**config.mk**
```make
export PLATFORM = sky130hd
export DESIGN_NAME = ahbx_xbar
export DESIGN_NICKNAME = d
export VERILOG_FILES = /design/src/rtl/ahbx_pkg.sv /design/src/rtl/ahbx_decode.sv /design/src/rtl/ahbx_mport.sv /design/src/rtl/ahbx_sport.sv /design/src/rtl/ahbx_xbar.sv
export SDC_FILE = /design/constraint.sdc
export NUM_CORES = 1
export LEC_CHECK = 0
export BUFFER_PORTS_ARGS = -buffer_cell sky130_fd_sc_hd__buf_2
export CORE_AREA = 5 5 167 169
export CTS_CLUSTER_DIAMETER = 60
export DETAILED_ROUTE_END_ITERATION = 10
export DIE_AREA = 0 0 172 174
export GPL_ROUTABILITY_DRIVEN = 0
export PLACE_DENSITY_LB_ADDON = 0.3
export SYNTH_ARGS = -nofsm -noshare
export SYNTH_HDL_FRONTEND = slang
export SYNTH_SLANG_ARGS = --single-unit
```
**constraint.sdc**
```tcl
create_clock -name clk -period 4.7 [get_ports clk]
set_clock_uncertainty 0.15 [all_clocks]
set_input_delay 0.235 -clock clk [delete_from_list [all_inputs] [get_ports clk]]
set_output_delay 0.235 -clock clk [all_outputs]
set_load 0.01 [all_outputs]
```
**src/rtl/ahbx_pkg.sv**
```systemverilog
package ahbx_pkg;

    typedef enum logic [1:0] {
        TR_IDLE = 2'b00,
        TR_BUSY = 2'b01,
        TR_NSEQ = 2'b10,
        TR_SEQ  = 2'b11
    } trans_e;

    typedef struct packed {
        trans_e     trans;
        logic       write;
        logic [2:0] size;
        logic [2:0] burst;
    } ctl_t;

    typedef enum logic [2:0] {
        MP_IDLE = 3'd0,
        MP_HOLD = 3'd1,
        MP_DATA = 3'd2,
        MP_ERR1 = 3'd3,
        MP_ERR2 = 3'd4
    } mpmode_e;

    localparam ctl_t CTL_IDLE = '{trans: TR_IDLE, write: 1'b0, size: 3'd0, burst: 3'd0};

endpackage

```
**src/rtl/ahbx_decode.sv**
```systemverilog
module ahbx_decode #(
    parameter int NS = 2,
    parameter int AW = 32,
    parameter int SW = 1,
    parameter logic [NS*AW-1:0] BASE = '0,
    parameter logic [NS*AW-1:0] MASK = '0
) (
    input  logic [AW-1:0] addr_i,
    output logic          hit_o,
    output logic [SW-1:0] sel_o
);
    logic [NS-1:0] match;

    for (genvar s = 0; s < NS; s++) begin : g_match
        assign match[s] = ((addr_i & MASK[s*AW +: AW]) == BASE[s*AW +: AW]);
    end

    // lowest matching index wins
    always_comb begin
        hit_o = 1'b0;
        sel_o = '0;
        for (int s = NS - 1; s >= 0; s--) begin
            if (match[s]) begin
                hit_o = 1'b1;
                sel_o = SW'(s);
            end
        end
    end
endmodule

```
**src/rtl/ahbx_mport.sv**
```systemverilog
module ahbx_mport
    import ahbx_pkg::*;
#(
    parameter int NS = 2,
    parameter int AW = 32,
    parameter int DW = 32,
    parameter int SW = 1,
    parameter logic [NS*AW-1:0] BASE = '0,
    parameter logic [NS*AW-1:0] MASK = '0
) (
    input  logic            clk,
    input  logic            rst_n,
    input  logic [AW-1:0]   haddr_i,
    input  ctl_t            ctl_i,
    output logic            hready_o,
    output logic            hresp_o,
    output logic [DW-1:0]   hrdata_o,
    output logic [NS-1:0]   req_o,
    output logic [AW-1:0]   addr_o,
    output ctl_t            ctl_o,
    input  logic [NS-1:0]   gnt_i,
    input  logic [NS-1:0]   s_ready_i,
    input  logic [NS-1:0]   s_resp_i,
    input  logic [NS*DW-1:0] s_rdata_i
);
    typedef struct packed {
        mpmode_e       mode;
        logic [SW-1:0] sel;
        logic [AW-1:0] addr;
        ctl_t          ctl;
    } mst_t;

    mst_t          st_d, st_q;
    logic          hit;
    logic [SW-1:0] dsel;
    logic          live_act, live_err, issue;

    ahbx_decode #(.NS(NS), .AW(AW), .SW(SW), .BASE(BASE), .MASK(MASK)) i_dec (
        .addr_i (haddr_i),
        .hit_o  (hit),
        .sel_o  (dsel)
    );

    // response towards the master
    always_comb begin
        hready_o = 1'b1;
        hresp_o  = 1'b0;
        hrdata_o = '0;
        case (st_q.mode)
            MP_HOLD: hready_o = 1'b0;
            MP_DATA: begin
                hready_o = s_ready_i[st_q.sel];
                hresp_o  = s_resp_i[st_q.sel];
                hrdata_o = s_rdata_i[int'(st_q.sel)*DW +: DW];
            end
            MP_ERR1: begin
                hready_o = 1'b0;
                hresp_o  = 1'b1;
            end
            MP_ERR2: hresp_o = 1'b1;
            default: ;
        endcase
    end

    // request towards the slaves: held transfer first, live bus otherwise
    always_comb begin
        live_act = hready_o && (ctl_i.trans != TR_IDLE);
        live_err = hready_o && !hit && (ctl_i.trans == TR_NSEQ || ctl_i.trans == TR_SEQ);
        req_o    = '0;
        if (st_q.mode == MP_HOLD) begin
            req_o[st_q.sel] = 1'b1;
            addr_o          = st_q.addr;
            ctl_o           = st_q.ctl;
        end else begin
            addr_o = haddr_i;
            ctl_o  = ctl_i;
            if (live_act && hit) begin
                req_o[dsel] = 1'b1;
            end
        end
        issue = |(req_o & gnt_i & s_ready_i);
    end

    always_comb begin
        st_d = st_q;
        case (st_q.mode)
            MP_HOLD: if (issue) st_d.mode = MP_DATA;
            MP_ERR1: st_d.mode = MP_ERR2;
            default: begin
                if (hready_o) begin
                    if (live_err) begin
                        st_d.mode = MP_ERR1;
                    end else if (|req_o) begin
                        st_d.sel  = dsel;
                        st_d.addr = haddr_i;
                        st_d.ctl  = ctl_i;
                        st_d.mode = issue ? MP_DATA : MP_HOLD;
                    end else begin
                        st_d.mode = MP_IDLE;
                    end
                end
            end
        endcase
    end

    always_ff @(posedge clk or negedge rst_n) begin
        if (!rst_n) begin
            st_q <= '0;
        end else begin
            st_q <= st_d;
        end
    end


    dflt_err_chk: assert property (@(posedge clk) disable iff (!rst_n)
        live_err |=> (!hready_o && hresp_o));


    hold_stall_chk: assert property (@(posedge clk) disable iff (!rst_n)
        (hready_o && (|req_o) && !issue) |=> !hready_o);


    route_chk: assert property (@(posedge clk) disable iff (!rst_n)
        issue |=> (hready_o == s_ready_i[st_q.sel]));
endmodule

```
**src/rtl/ahbx_sport.sv**
```systemverilog
module ahbx_sport
    import ahbx_pkg::*;
#(
    parameter int NM = 2,
    parameter int AW = 32,
    parameter int DW = 32,
    parameter int MW = 1
) (
    input  logic             clk,
    input  logic             rst_n,
    input  logic [NM-1:0]    req_i,
    input  logic [NM*AW-1:0] addr_i,
    input  ctl_t             ctl_i [NM],
    input  logic [NM*DW-1:0] wdata_i,
    input  logic             s_ready_i,
    output logic [NM-1:0]    gnt_o,
    output logic             hsel_o,
    output logic [AW-1:0]    haddr_o,
    output ctl_t             ctl_o,
    output logic [DW-1:0]    hwdata_o
);
    typedef struct packed {
        logic [MW-1:0] own;
        logic          dpv;
        logic [MW-1:0] dpm;
    } sst_t;

    sst_t          st_d, st_q;
    logic [MW-1:0] win;
    logic          lock;
    int            idx;

    // round-robin pick, frozen while the last owner continues a burst
    always_comb begin
        lock = req_i[st_q.own] &&
               (ctl_i[st_q.own].trans == TR_SEQ || ctl_i[st_q.own].trans == TR_BUSY);
        win  = st_q.own;
        idx  = 0;
        if (!lock) begin
            for (int k = NM; k >= 1; k--) begin
                idx = (int'(st_q.own) + k) % NM;
                if (req_i[idx]) win = MW'(idx);
            end
        end
        gnt_o      = '0;
        gnt_o[win] = req_i[win];
        hsel_o     = req_i[win];
        haddr_o    = addr_i[int'(win)*AW +: AW];
        ctl_o      = req_i[win] ? ctl_i[win] : CTL_IDLE;
        hwdata_o   = wdata_i[int'(st_q.dpm)*DW +: DW];
    end

    always_comb begin
        st_d = st_q;
        if (s_ready_i) begin
            st_d.dpv = hsel_o;
            if (hsel_o) begin
                st_d.own = win;
                st_d.dpm = win;
            end
        end
    end

    always_ff @(posedge clk or negedge rst_n) begin
        if (!rst_n) begin
            st_q <= '0;
        end else begin
            st_q <= st_d;
        end
    end


    burst_hold_chk: assert property (@(posedge clk) disable iff (!rst_n)
        (s_ready_i && hsel_o && ctl_o.trans == TR_SEQ && st_q.dpv) |-> (win == st_q.dpm));
endmodule

```
**src/rtl/ahbx_xbar.sv**
```systemverilog
module ahbx_xbar
    import ahbx_pkg::*;
#(
    parameter int NM = 2,
    parameter int NS = 2,
    parameter int AW = 32,
    parameter int DW = 32,
    parameter logic [NS*AW-1:0] SBASE = {32'h1000_0000, 32'h0000_0000},
    parameter logic [NS*AW-1:0] SMASK = {32'hF000_0000, 32'hF000_0000}
) (
    input  logic             clk,
    input  logic             rst_n,
    input  logic [NM*AW-1:0] m_haddr,
    input  logic [NM*2-1:0]  m_htrans,
    input  logic [NM-1:0]    m_hwrite,
    input  logic [NM*3-1:0]  m_hsize,
    input  logic [NM*3-1:0]  m_hburst,
    input  logic [NM*DW-1:0] m_hwdata,
    output logic [NM*DW-1:0] m_hrdata,
    output logic [NM-1:0]    m_hready,
    output logic [NM-1:0]    m_hresp,
    output logic [NS-1:0]    s_hsel,
    output logic [NS*AW-1:0] s_haddr,
    output logic [NS*2-1:0]  s_htrans,
    output logic [NS-1:0]    s_hwrite,
    output logic [NS*3-1:0]  s_hsize,
    output logic [NS*3-1:0]  s_hburst,
    output logic [NS*DW-1:0] s_hwdata,
    input  logic [NS*DW-1:0] s_hrdata,
    input  logic [NS-1:0]    s_hreadyout,
    input  logic [NS-1:0]    s_hresp
);
    localparam int SW = (NS > 1) ? $clog2(NS) : 1;
    localparam int MW = (NM > 1) ? $clog2(NM) : 1;

    ctl_t                   min_ctl [NM];
    ctl_t                   mctl    [NM];
    ctl_t                   sctl    [NS];
    logic [NM*AW-1:0]       maddr;
    logic [NM-1:0][NS-1:0]  mreq, mgnt;
    logic [NS-1:0][NM-1:0]  sreq, sgnt;

    for (genvar m = 0; m < NM; m++) begin : g_mst
        assign min_ctl[m] = ctl_t'({m_htrans[2*m +: 2], m_hwrite[m],
                                    m_hsize[3*m +: 3], m_hburst[3*m +: 3]});

        ahbx_mport #(.NS(NS), .AW(AW), .DW(DW), .SW(SW), .BASE(SBASE), .MASK(SMASK)) i_mport (
            .clk       (clk),
            .rst_n     (rst_n),
            .haddr_i   (m_haddr[m*AW +: AW]),
            .ctl_i     (min_ctl[m]),
            .hready_o  (m_hready[m]),
            .hresp_o   (m_hresp[m]),
            .hrdata_o  (m_hrdata[m*DW +: DW]),
            .req_o     (mreq[m]),
            .addr_o    (maddr[m*AW +: AW]),
            .ctl_o     (mctl[m]),
            .gnt_i     (mgnt[m]),
            .s_ready_i (s_hreadyout),
            .s_resp_i  (s_hresp),
            .s_rdata_i (s_hrdata)
        );

        for (genvar s = 0; s < NS; s++) begin : g_x
            assign sreq[s][m] = mreq[m][s];
            assign mgnt[m][s] = sgnt[s][m];
        end


        gnt_single_chk: assert property (@(posedge clk) disable iff (!rst_n)
            $onehot0(mgnt[m]));
    end

    for (genvar s = 0; s < NS; s++) begin : g_slv
        ahbx_sport #(.NM(NM), .AW(AW), .DW(DW), .MW(MW)) i_sport (
            .clk       (clk),
            .rst_n     (rst_n),
            .req_i     (sreq[s]),
            .addr_i    (maddr),
            .ctl_i     (mctl),
            .wdata_i   (m_hwdata),
            .s_ready_i (s_hreadyout[s]),
            .gnt_o     (sgnt[s]),
            .hsel_o    (s_hsel[s]),
            .haddr_o   (s_haddr[s*AW +: AW]),
            .ctl_o     (sctl[s]),
            .hwdata_o  (s_hwdata[s*DW +: DW])
        );
        assign s_htrans[2*s +: 2] = sctl[s].trans;
        assign s_hwrite[s]        = sctl[s].write;
        assign s_hsize[3*s +: 3]  = sctl[s].size;
        assign s_hburst[3*s +: 3] = sctl[s].burst;
    end
endmodule

```
Yosys cells after proc, flatten, opt, wreduce, memory -nomap -nowiden

Index checks and enable logic that the tools add are counted.

Bits in writable memories: 0
ROM bits: 0
Bits in registers: 92
Memories: 0
Latch bits: 0
Output and inout port bits: 216

Divide/modulo/power cells: 0
Shift operators: 6
Muxes and demuxes: 96
Add/sub/neg operators: 4
Reductions and logical operators: 42
Order comparisons: 22
Bitwise gates (word level): 18
Multipliers: 0
Equality and inequality tests: 20

Operators by type and width:

| operator                                                              | count |
|---|---|
| 64-bit by 7-bit indexed part select with 32-bit output                | 6 |
| 42-bit two-way mux                                                    | 4 |
| 9-bit two-way mux                                                     | 16 |
| 32-bit two-way mux                                                    | 4 |
| 45-bit two-way mux                                                    | 2 |
| 32-bit logical NOT                                                    | 2 |
| 1-bit two-way mux                                                     | 46 |
| 3-bit two-way mux                                                     | 6 |
| 1-bit logical AND                                                     | 16 |
| 1-bit by 2-bit < comparator with 1-bit output, second input constant  | 8 |
| 2-bit OR reduction                                                    | 8 |
| 2-bit AND                                                             | 6 |
| 2-bit equality test, second input constant                            | 6 |
| 3-bit by 2-bit equality test with 1-bit output, second input constant | 4 |
| 2-bit by 3-bit < comparator with 1-bit output, second input constant  | 4 |
| 2-bit two-way mux                                                     | 6 |
| 3-bit one-hot mux with 2 select lines                                 | 2 |
| 4-bit by 1-bit equality test with 1-bit output, second input constant | 2 |
| 2-bit greater-or-equal comparator, second input constant              | 4 |
| 1-bit inverter with 2-bit output                                      | 4 |
| 1-bit one-hot mux with 2 select lines                                 | 4 |
| 2-bit AND reduction                                                   | 4 |
| 4-bit AND reduction                                                   | 2 |
| 1-bit demux with 1-bit select                                         | 6 |
| 12 further kinds                                                      | 36 |

Longest topological paths before layout

Depth in word-level cells: 28
Mapped depth: 9
Gate-level depth less buffers: 7

By module

From an unflattened synthesis, not the netlist that was laid out.

Cell total of the unflattened synthesis: 689
Area total of the unflattened synthesis: 7,791.2 sq um

Modules (own cells, without submodules):

| module                        | cells an instance | instances | area each (sq um) | seq. area each (sq um) |
|---|---|---|---|---|
| ahbx_mport                    | 245               | 2         | 2,805.2           | 1,126.1 |
| ahbx_sport (g_slv[0].i_sport) | 99                | 1         | 1,132.3           | 25.0 |
| ahbx_sport (g_slv[1].i_sport) | 96                | 1         | 1,008.5           | 25.0 |
| ahbx_decode                   | 2                 | 2         | 20.0              | 0.0 |

Least setup slack after synthesis

Ideal clock, no wire load.

Kind: reg2out
Start point: register g_mst[0].i_mport.st_q[41] (netlist bit)
End point: output port s_haddr[63]
Setup slack: 2.292 ns
Stages on the path, launching flop included: 9
Data arrival time: 2.023 ns
Cell sequence: dfrtp_1 buf_6 mux2_4 o21ai_4 o31a_1 buf_6 o22ai_2 buf_2 a221oi_1

Cells in the longest elaborated chain, start to end: 14

RTL lines:

| item                                                     | RTL line          | text |
|---|---|---|
| start, declared                                          | ahbx_mport.sv:33  | `mst_t st_d, st_q;` |
| start signal, assigned                                   | ahbx_mport.sv:110 | `st_q <= st_d;` |
| 1-bit two-way mux (not written as such) (2 in a row)     | ahbx_mport.sv:52  | `hready_o = s_ready_i[st_q.sel];` |
| 1-bit one-hot mux with 2 select lines                    | ahbx_mport.sv:49  | `case (st_q.mode)` |
| 1-bit logical AND                                        | ahbx_mport.sv:67  | `live_act = hready_o && (ctl_i.trans != TR_IDLE);` |
| 1-bit logical AND                                        | ahbx_mport.sv:77  | `if (live_act && hit) begin` |
| 2-bit two-way mux                                        | ahbx_mport.sv:77  |  |
| 2-bit two-way mux *                                      | ahbx_mport.sv:70  | `if (st_q.mode == MP_HOLD) begin` |
| 1-bit two-way mux (not written as such) (3 in a row)     | ahbx_sport.sv:42  | `if (req_i[idx]) win = MW'(idx);` |
| 1-bit two-way mux (2 in a row)                           | ahbx_sport.sv:42  |  |
| 1-bit two-way mux *                                      | ahbx_sport.sv:39  | `if (!lock) begin` |
| 64-bit by 7-bit indexed part select with 32-bit output * | ahbx_sport.sv:48  | `haddr_o = addr_i[int'(win)*AW +: AW];` |
| end, declared                                            | ahbx_xbar.sv:23   | `output logic [NS*AW-1:0] s_haddr,` |

Mark *: on every way between the ends. The rest lies on a longest branch, timed or not. The select of a mux whose other input is x is not followed.

Final worst setup path

Start point: register g_mst[1].i_mport.st_q[44] (netlist bit)
End point: output port s_haddr[13]

Cells in the longest elaborated chain, start to end: 14

RTL lines:

| item                                                                                                             | RTL line |
|---|---|
| start, declared                                                                                                  | ahbx_mport.sv:33 |
| start signal, assigned                                                                                           | ahbx_mport.sv:110 |
| 3-bit by 2-bit equality test with 1-bit output or 3-bit by 1-bit equality test with 1-bit output (tied branches) | ahbx_mport.sv:49, ahbx_mport.sv:70 |
| 2-bit OR reduction (no source line)                                                                              | - |
| 1-bit one-hot mux with 2 select lines                                                                            | ahbx_mport.sv:49 |
| 1-bit logical AND                                                                                                | ahbx_mport.sv:67 |
| 1-bit logical AND                                                                                                | ahbx_mport.sv:77 |
| 2-bit two-way mux                                                                                                | ahbx_mport.sv:77 |
| 2-bit two-way mux                                                                                                | ahbx_mport.sv:70 |
| 1-bit two-way mux (not written as such) (3 in a row)                                                             | ahbx_sport.sv:42 |
| 1-bit two-way mux (2 in a row)                                                                                   | ahbx_sport.sv:42 |
| 1-bit two-way mux                                                                                                | ahbx_sport.sv:39 |
| 64-bit by 7-bit indexed part select with 32-bit output *                                                         | ahbx_sport.sv:48 |

Marked as above.

==> summary.log <==
[status] outcome completed
[synth] post-synth design cell area 8690 sq um
[synth] most frequently used cell type in the post-synthesis netlist sky130_fd_sc_hd__mux2_2
[synth] Mapped Avg Cell Area 9.68 sq um
[synth] ys async rst share 1.00
[setup_path] signal arrival time at the worst endpoint 3550 ps
[routing] Iteration-0 DRC Markers 592
[cts] total clock buffers created by CTS 9
[synth] post-synthesis sequential area ratio 0.265
[timing] number of endpoints with negative hold slack in the final report 0
[synth] post-synthesis simple-gate area fraction 0.0877
[synth] #FFs+latches synth 92
[routing] number of remaining DRC errors 0
[synth] Post-Syn Nets 1,114
[pwr] maximum ir drop on the vdd rail 0.495 mV
[timing] fin crit share 0.837
[setup_path] largest fanout on the critical path 32
[cts] CTS tree yes
[cts] CTS Buffer Depth 2
[pwr] total power divided by cell area 692 nW/um^2
[synth] Synthesis Warnings 0
[synth] main combinational cell family by area after synthesis multiplexers
[placement] hpwl dp 25,000 microns
[routing] first-pass iteration count of the detailed router 5
[setup_path] Required @ worst endpoint 4320 ps
[final_layout] layout overhead on the synthesized area 38.0%
[cts] H-tree depth reported by CTS 3
[cts] clock slew seen by the registers of the worst setup and hold paths 70 ps
[grt] number of global-route vias before repair 8,992
[routing] Avg Vias per Cell 5.33
[timing] transition time at the pin with the least slew margin 1120 ps
[timing] number of endpoints failing setup at the final stage 0
[synth] cells after synthesis 898
[synth] post-synthesis xor/xnor area fraction 0
[synth] cell accounting for the most synthesized area sky130_fd_sc_hd__mux2_2
[cts] buffer count from post-CTS setup fixing 0
[setup_path] Setup crit end kind output pin
[die] Initial Utilization 0.329
[synth] adder and majority cell fraction of the synthesized area 0
[final_layout] Final Core Density 0.454
[synth] Post-synth top cells 205 x sky130_fd_sc_hd__mux2_2, 109 x sky130_fd_sc_hd__mux2i_1, 105 x sky130_fd_sc_hd__nor2_1
[run] number of violations of the max-capacitance limit 0
[final_layout] layout cell share with drive strength beyond 1 0.539
[routing] wire per inst 20.1 microns
[synth] mux cell area share after synthesis 0.395
[pwr] Static Leak 5.75 nW
[timing] Max transition margin 0.251
[setup_path] Critical-path top delay cell sky130_fd_sc_hd__o211ai_4
[die] number of I/O pins 432
[die] count of standard-cell rows 60
[setup_path] Top Family by Delay on Critical Path compound AO/OA/AOI/OAI gates
[synth] distinct cell type count of the synthesized netlist 52
[grt] remaining global-route overflow 0
[timing] count of pins over their slew limit 0
[setup_path] worst path bufs/invs 1
[timing] minimum clock period 3930 ps
[min_path] Hold WC Path Type input port to register
[cts] CTS Root Cell sky130_fd_sc_hd__clkbuf_16
[grt] largest net degree at the start of global routing 65
[synth] most used flip-flop cell after synthesis sky130_fd_sc_hd__dfrtp_1
[setup_path] kind of critical path register to output pin
[cts] clock latency of the later-clocked register in the worst-skew pair 350 ps
[timing] setup repair after global routing missed its margin no
[grt] initial antenna violation count 3
[setup_path] cell-by-cell trace of the critical path nor3b_4 -> nor2b_1 -> a31oi_2 -> o211ai_4 -> nor2_1 -> a211oi_1 -> buf_2
[placement] IO Port Bufs 431
[routing] total detailed-routing wirelength 34,000 microns
[cts] number of sinks on the clock net 92
[synth] portion of synthesized cell area occupied by the leading cell type 0.266
[grt] all-layer global routing usage 0.214
[synth] synthesized-area fraction occupied by ao, oa, aoi and oai cells 0.188
[die] die height 174 microns
[final_layout] number of nets at the end of the flow 1,559
[timing] maximum achievable frequency 254 MHz
[setup_path] critical path's largest stage delay 980 ps
[routing] post-route ant nets 0
[synth] most area-consuming cells after synthesis sky130_fd_sc_hd__mux2_2 27%, sky130_fd_sc_hd__dfrtp_1 26%, sky130_fd_sc_hd__mux2i_1 13%
[final_layout] fill count 2,583
[routing] vias after detailed routing 9,015
[grt] global-route wire length before repair 51,200 microns
[die] DIE AREA 29,900 sq um
[die] die boundary width 172 microns
[timing] Setup TNS 0 ps
[setup_path] Worst setup SP type register
[die] core area 26,400 sq um
[pwr] post-route total power 8.29 mW
[synth] number of enable flip-flop cells after synthesis 0
## metal layers
metal,global-route usage,vias up,part of all wire
li1,-,4234,-
met1,0.278,4319,0.43
met2,0.354,410,0.47
met3,0.0539,50,0.078
met4,0.0576,2,0.021
met5,0,-,0.00021
## worst paths after layout
kind                                            from                        end  slack, ps  depth (start not counted)
hold reg to reg            g_mst[0].i_mport.st_q[37]  g_mst[0].i_mport.st_q[37]        330                          1
hold / removal                           m_htrans[1]   g_mst[0].i_mport.st_q[8]         10                          3
max in group asynchronous                      rst_n  g_mst[0].i_mport.st_q[41]       2990                          3
setup / recovery           g_mst[1].i_mport.st_q[44]                s_haddr[13]        770                          7
setup reg to reg           g_mst[1].i_mport.st_q[44]   g_slv[1].i_sport.st_q[0]       1830                          6
min in group asynchronous                      rst_n  g_mst[0].i_mport.st_q[27]        320                          2
## repair_timing
action	4_1_cts	5_1_grt
resized for setup	0	0
hold buffers	67	0
endpoints found under the hold margin	120	0
## flip-flops by register name, summed over array words and instances (netlist names)
name	flops
g_mst.i_mport.st_q	90
g_slv.i_sport.st_q	2
## worst reg2reg max path: stages (launching register included)
cell and delay (ps):
sky130_fd_sc_hd__dfrtp_1 440, sky130_fd_sc_hd__nor3b_4 630, sky130_fd_sc_hd__mux2i_1 550, sky130_fd_sc_hd__mux2i_1 210, sky130_fd_sc_hd__a21oi_2 440, sky130_fd_sc_hd__nand2_1 170, sky130_fd_sc_hd__o2bb2ai_1 150
## area by class of cell
class	instances	area, sq um	share of cell area
Antenna cell	1	2.50	0.000209
Clock buffer	10	239	0.0199
Clock inverter	6	71.3	0.00595
Inverter	37	139	0.0116
Multi-Input combinational cell	690	5870	0.489
Sequential cell	92	2310	0.192
Tap cell	341	427	0.0356
Timing Repair Buffer	513	2940	0.245
## through the flow
stage / worst slack, ps / std cells / area [sq um] / hold WS [ps]
6_report: 765 / 1690 / 12000 / 14.7
5_1_grt: 615 / 1690 / 12000 / 0.453
4_1_cts: 802 / 1689 / 12000 / 0.0474
3_5_place_dp: 1230 / 1606 / 11000 / 207
3_3_place_gp: 1300 / 1606 / 11000 / 206
2_1_floorplan: 2290 / 898 / 8690 / -211
## placed cells by master, fill, tap and decap left out, types with 3 or more instances in the layout
cell	n
sky130_fd_sc_hd__a211oi_1	32
sky130_fd_sc_hd__clkbuf_16	9
sky130_fd_sc_hd__buf_2	430
sky130_fd_sc_hd__mux2_2	205
sky130_fd_sc_hd__o21ai_0	4
sky130_fd_sc_hd__nand2_1	39
sky130_fd_sc_hd__a21oi_2	3
sky130_fd_sc_hd__buf_4	16
sky130_fd_sc_hd__a221oi_2	30
sky130_fd_sc_hd__dfrtp_2	4
sky130_fd_sc_hd__mux2i_1	109
sky130_fd_sc_hd__inv_1	36
sky130_fd_sc_hd__a21o_1	3
sky130_fd_sc_hd__nor2_1	105
sky130_fd_sc_hd__o22ai_1	66
sky130_fd_sc_hd__dfrtp_1	88
sky130_fd_sc_hd__dlygate4sd3_1	67
sky130_fd_sc_hd__a21oi_1	34
sky130_fd_sc_hd__and2_1	8
sky130_fd_sc_hd__nand2b_1	10
## report_power, final
group          switching [mW]  leakage [nW]  internal [mW]  total [mW]
clock network           0.348         0.151          0.433       0.781
registers               0.348          1.12           1.16        1.51
logic                    3.36          4.47           2.65        6.01
total                    4.06          5.75           4.24        8.29
## logic make-up (layout without fill, tap and decap cells)
logic type,count (synthesis),count (layout)
mux,316,316
compound gates,198,198
simple gates,176,176
buf+inv,116,566
flops,92,92
other cells,0,1
(Power assumes the default switching activity.)
